## config.mk

```make
export PLATFORM = sky130hd
export DESIGN_NAME = nic_cmd_ctrl
export DESIGN_NICKNAME = d
export VERILOG_FILES = /design/src/rtl/nic_cmd_ctrl.sv
export SDC_FILE = /design/constraint.sdc
export NUM_CORES = 1
export LEC_CHECK = 0
export BUFFER_PORTS_ARGS = -buffer_cell sky130_fd_sc_hd__buf_4
export CORE_MARGIN = 5
export CORE_UTILIZATION = 45
export CTS_CLUSTER_DIAMETER = 40
export DETAILED_ROUTE_END_ITERATION = 6
export PLACE_DENSITY = 0.8
export SYNTH_ARGS = -nofsm -noshare
export SYNTH_HDL_FRONTEND = slang
export SYNTH_SLANG_ARGS = --single-unit
```

## constraint.sdc

```tcl
create_clock -name clk -period 2.5 [get_ports clk]
set_clock_uncertainty 0.1 [all_clocks]
set_input_delay 0.375 -clock clk [delete_from_list [all_inputs] [get_ports clk]]
set_output_delay 0.375 -clock clk [all_outputs]
set_load 0.02 [all_outputs]
```

## src/rtl/nic_cmd_ctrl.sv

```systemverilog
module nic_cmd_ctrl #(
  parameter int BUSY_CYC = 3,
  parameter int RST_CYC  = 40
) (
  input  logic        clk,
  input  logic        rst_n,
  input  logic        cmd_valid,
  input  logic [15:0] cmd_word,
  input  logic [7:1]  evt_in,
  output logic [15:0] status,
  output logic        irq,
  output logic        rx_en,
  output logic        tx_en,
  output logic        rx_rst_pulse,
  output logic        tx_rst_pulse,
  output logic [3:0]  rx_filter
);
  localparam int CW = $clog2(RST_CYC + 1);
  localparam logic [4:0] OP_GRST = 5'd0,  OP_WIN = 5'd1,   OP_RXDIS = 5'd3,
                         OP_RXEN = 5'd4,  OP_RXRST = 5'd5, OP_TXEN = 5'd9,
                         OP_TXDIS = 5'd10, OP_TXRST = 5'd11, OP_REQ = 5'd12,
                         OP_ACK = 5'd13,  OP_MASK = 5'd14, OP_FILT = 5'd16;

  logic [CW-1:0] busy_cnt;
  logic [2:0]    win;
  logic [7:1]    mask, mask_nxt, ev_hi_nxt, ev_set;
  logic [7:0]    ev, clr;
  logic          latch_nxt;

  wire [4:0]  op     = cmd_word[15:11];
  wire [10:0] arg    = cmd_word[10:0];
  wire        busy   = busy_cnt != '0;
  wire        accept = cmd_valid && !busy;
  wire        grst   = accept && op == OP_GRST;

  always_comb begin
    ev_set    = evt_in;
    ev_set[6] = evt_in[6] | (accept && op == OP_REQ);
    clr       = (accept && op == OP_ACK) ? arg[7:0] : 8'h00;
    mask_nxt  = (accept && op == OP_MASK) ? arg[7:1] : mask;
    ev_hi_nxt = (ev[7:1] & ~clr[7:1]) | ev_set;
    latch_nxt = (ev[0] & ~clr[0]) | (|(ev_hi_nxt & mask_nxt));
    if (grst) begin
      mask_nxt  = '0;
      ev_hi_nxt = '0;
      latch_nxt = 1'b0;
    end
  end

  always_ff @(posedge clk or negedge rst_n) begin
    if (!rst_n) begin
      busy_cnt     <= '0;
      win          <= '0;
      mask         <= '0;
      ev           <= '0;
      rx_en        <= 1'b0;
      tx_en        <= 1'b0;
      rx_rst_pulse <= 1'b0;
      tx_rst_pulse <= 1'b0;
      rx_filter    <= '0;
    end else begin
      rx_rst_pulse <= 1'b0;
      tx_rst_pulse <= 1'b0;
      mask         <= mask_nxt;
      ev           <= {ev_hi_nxt, latch_nxt};
      if (busy) busy_cnt <= busy_cnt - 1'b1;
      if (accept) begin
        busy_cnt <= CW'(BUSY_CYC);
        case (op)
          OP_GRST: begin
            busy_cnt  <= CW'(RST_CYC);
            win       <= '0;
            rx_en     <= 1'b0;
            tx_en     <= 1'b0;
            rx_filter <= '0;
          end
          OP_WIN:   win <= arg[2:0];
          OP_RXDIS: rx_en <= 1'b0;
          OP_RXEN:  rx_en <= 1'b1;
          OP_RXRST: begin rx_en <= 1'b0; rx_rst_pulse <= 1'b1; end
          OP_TXEN:  tx_en <= 1'b1;
          OP_TXDIS: tx_en <= 1'b0;
          OP_TXRST: begin tx_en <= 1'b0; tx_rst_pulse <= 1'b1; end
          OP_FILT:  rx_filter <= arg[3:0];
          default: ;
        endcase
      end
    end
  end

  assign status = {win, busy, 4'b0000, ev};
  assign irq    = |(ev[7:1] & mask);
endmodule


```

# Word level (Yosys, flattened, before mapping)
# Cells that the tools add are included.
# classes
addsub	1
n_eq_ne	11
mux	16
bitwise_logic	9
n_reduce_logical	21
# op_table
op	count
equality test 5 x 4 -> 1 bit (second input constant)	6
bitwise AND 7 bit	3
two-way mux 7 bit	3
two-way mux 6 bit	3
OR reduction 7 bit	2
equality test 5 x 3 -> 1 bit (second input constant)	2
nonzero test 2 bit	5
two-way mux 8 bit	1
case mux 4 bit (2 select lines)	1
AND reduction 2 bit	4
NOT 7 bit	1
bitwise OR 7 bit	1
case mux 3 bit (2 select lines)	1
nonzero test 6 bit	1
OR reduction 3 bit	2
subtractor 6 x 1 -> 6 bit (second input constant)	1
equality test 5 x 1 -> 1 bit (second input constant)	1
equality test 5 x 2 -> 1 bit (second input constant)	1
equality test 5 bit (second input constant)	1
logical AND 1 bit	5
logical NOT 5 bit	1
two-way mux 1 bit	5
case mux 1 bit (2 select lines)	2
bitwise OR 1 bit	2
other kinds (3)	3
# word_totals
ff_bits	32
in_bits	26
out_inout_bits	25
word_cells	67

# Longest topological paths before layout
# logic_depth
word_depth	12
mapped_depth	8
depth_no_buf	7

# Worst setup path after synthesis
# OpenSTA, ideal clock, no wires.
# synth_timing
kind	flip-flop to flip-flop
start	reg busy_cnt[0]
end	reg ev[0]
setup_time_ps	131
arrival_ps	1852
t_required_ps	2269
path_slack_ps	416
path_stages_with_launch	9
n_path_buf	1
synth_period_minus_slack_ps	2084
cell_sequence	dfrtp_1 -> inv_1 -> ha_1 -> and4b_1 -> buf_4 -> nand2_1 -> o32a_1 -> a221oi_1 -> a31oi_1
# synth_via
elab_chain_len	12
elab_cells_between_ends	19
cone_classes	mux (3); bitwise (8); reduce/logical (8)
# synth_rtl
element	line_no	text
from (decl)	24	logic [CW-1:0] busy_cnt;
from (signal assigned)	66	if (busy) busy_cnt <= busy_cnt - 1'b1;
from (signal assigned)	68	busy_cnt <= CW'(BUSY_CYC);
from (signal assigned)	71	busy_cnt <= CW'(RST_CYC);
nonzero test 6 bit (*)	32	wire busy = busy_cnt != '0;
logical NOT 1 bit (*)	33	wire accept = cmd_valid && !busy;
logical AND 1 bit (*)	33	
logical AND 1 bit	39	clr = (accept && op == OP_ACK) ? arg[7:0] : 8'h00;
two-way mux 8 bit	39	
NOT 7 bit	41	ev_hi_nxt = (ev[7:1] & ~clr[7:1]) | ev_set;
bitwise AND 7 bit	41	
bitwise OR 7 bit	41	
bitwise AND 7 bit	42	latch_nxt = (ev[0] & ~clr[0]) | (|(ev_hi_nxt & mask_nxt));
OR reduction 7 bit	42	
bitwise OR 1 bit	42	
two-way mux 1 bit (*)	43	if (grst) begin
net latch_nxt	28	logic latch_nxt;
to (signal assigned)	65	ev <= {ev_hi_nxt, latch_nxt};
to (decl)	27	logic [7:0] ev, clr;
# The timed path passes the listed nets; every way through them passes the cells marked *.
# A chain may end at the register's enable or synchronous reset.

# Worst setup path in the final report
# layout_timing
start	reg busy_cnt[2]
end	out status[12]
# layout_via
elab_chain_len	1
# layout_rtl
element	line_no	text
nonzero test 6 bit	32	
to (decl)	10	output logic [15:0] status,
# No other way between the ends.

==> flow_summary.yaml <==
pwr:
  p_per_area_mw_per_mm2: 653
  leakage_nw: 1.02
  peakVddDrop_v: 0.000312
setup_path:
  r2r_slack_ps: 170
  cp.required_ps: 2030
  crit_arrival_ps: 1870
  start_kind: "flip-flop"
  end_kind: "output pin"
  worstSetupPathType: "flip-flop to output pin"
  worst-path-max-fanout: 9
flow_run:
  maxCapViolCount: 0
synthesis:
  synth_top_cell_area_share_pct: 44.1
  synth-edff-count: 0
  synthDistinctLibCells: 49
  synth.most_common_cell: "dfrtp_1"
  avgSynthCellArea_um2: 9.87
  synthTopCellsByArea: "dfrtp_1, nand2_1, o21ai_0, buf_4, nor2_1"
  syn_inst: 184
  ys.flop_type: "dfrtp_1"
  synth_top_area_cell: "dfrtp_1"
  netlist_area_mm2: 0.00182
  synth-seq-cells: 32
  async_reset_ff_share_pct: 100
  yosysWarnings: 0
  ys_seq_area_share_pct: 44.1
  ys_top_cells_by_count: "dfrtp_1, nand2_1, nor2_1"
clock_tree:
  numCtsBuffers: 5
  ctsHtreeMaxLevel: 2
  clock_latency_ps: 280
  cts_tree: "built"
  root_buffer: "clkbuf_8"
  clk_path_buf_depth: 2
  cts_sinks: 32
  path_clk_slew_ps: 60
sta:
  finalSetupViolations: 0
  period_share_pct: 93.7
  max_freq_mhz: 427
  timing_hold_violations_final: 0
  min_period_ps: 2340
  slew_violations: 0
  timing.setup.tns_ps: 0
  rsz0062_at_grt: "false"
floorplanning:
  rows: 23
  die_y_um: 73.5
  core_area_mm2: 0.00397
  die_w_um: 73.5
  dieArea_mm2: 0.00541
  initial_core_util_pct: 45.7
  io_pins: 51
global_route:
  grt_use_total_pct: 17.4
  grt_pass1_wl_mm: 7.18
  grt_pass1_vias: 1523
  grt_overflow_total: 0
  grt_max_degree: 33
  antenna_found_initial: 0
min_path:
  hp-class: "input pin to flip-flop"
layout:
  diodes: 0
  layout-drive-gt1-share_pct: 29.6
  fin_nets: 257
  post-route-util_pct: 56.8
  syn2layout_area_growth_pct: 24.2
route:
  route.vias.total: 1521
  wl_mm: 4.28
  ant_nets: 0
  drtPass1Iterations: 4
  wire_per_inst_um: 15.3
  dr.first_iter.drc_count: 116
  viasPerCell: 5.43
  post-route-drc-count: 0
run_status:
  status: "finished clean"
placement:
  dpl.hpwl_mm: 3.21
  port_buffers: 43
  place.gp.congestion: 0.843
worst max-delay path, stage by stage (launching register included):
cell and delay, ps:
dfrtp_1 450, or3_4 500, nor3b_4 310, inv_1 140, buf_4 180
cells by family after synthesis:
| logic type | synth area share, % |
|---|---|
| XOR/XNOR | 1.93 |
| AO/OA/AOI/OAI | 18.0 |
| adder cells (fa/ha/maj) | 1.38 |
| other | 0.206 |
| buffers and inverters | 6.27 |
| AND/OR/NAND/NOR | 25.8 |
| flip-flops | 44.1 |
| multiplexers | 2.34 |
cell usage in the layout (no fill, tap or decap), drive strengths merged, types with 2 or more instances in the layout:
master,instances
o211ai,2
mux2i,2
ha,2
a31oi,2
or3,2
buf,47
dfrtp,32
nor2b,5
nand3,6
o32a,2
nand4b,3
conb,4
xnor2,3
nor3,6
a21o,2
or2,4
nand2,20
nand2b,7
inv,6
nand4,4
o21ai,12
nor2,14
o31ai,3
o41ai,5
a21oi,7
clkbuf,8
nor3b,2
mux2,2
a22oi,3
stage by stage:
stage               area, um^2  worst slack [ps]  power, mW  hold WS, ps  cells
global placement          2150               260       1.05          238    271
floorplan                 1830               416      0.957        -20.6    187
CTS                       2260               138       1.49          208    280
global route              2260              38.7       1.56          232    280
detailed placement        2150               216       1.07          239    271
finish                    2260               158       1.47          214    280
worst paths after layout:
path,cells past startpoint,startpoint,end
worst min register to register,2,rx_filter[1],rx_filter[1]
worst min-delay path,2,cmd_word[14],rx_rst_pulse
min in group asynchronous,2,rst_n,busy_cnt[1]
worst max register to register,8,busy_cnt[0],ev[0]
worst max-delay path,4,busy_cnt[2],status[12]
max in group asynchronous,2,rst_n,win[2]
routing by layer:
layer  global-route usage, %  wire [um]
met4                    5.03         44
met2                    27.3       1990
met3                    4.38        296
met1                    23.8       1960
met5                       0          0
area by class of cell:
type | count | area [um^2]
flip-flops and latches | 32 | 801
clock buffers | 8 | 90.1
multi-input cells | 136 | 918
fillers | 382 | 1710
inverters | 6 | 22.5
repair buffers | 48 | 363
well taps | 50 | 62.6
registers in the layout, indices dropped and copies added (netlist names):
register / cells
mask: 7
rx_rst_pulse: 1
busy_cnt: 6
ev: 8
rx_filter: 4
tx_en: 1
tx_rst_pulse: 1
rx_en: 1
win: 3
power by group:
group,internal (mW),switching (mW)
Combinational,0.187,0.224
Sequential,0.578,0.0811
Clock,0.224,0.179
timing repair:
item | 4_1_cts | 5_1_grt
setup buffers | 0 | 0
hold buffers | 1 | 0
setup endpoints to repair | 1 | 0
endpoints found under the hold margin | 32 | 0
gates resized for setup | 1 | 0
Power figures use the tool's default switching activity.
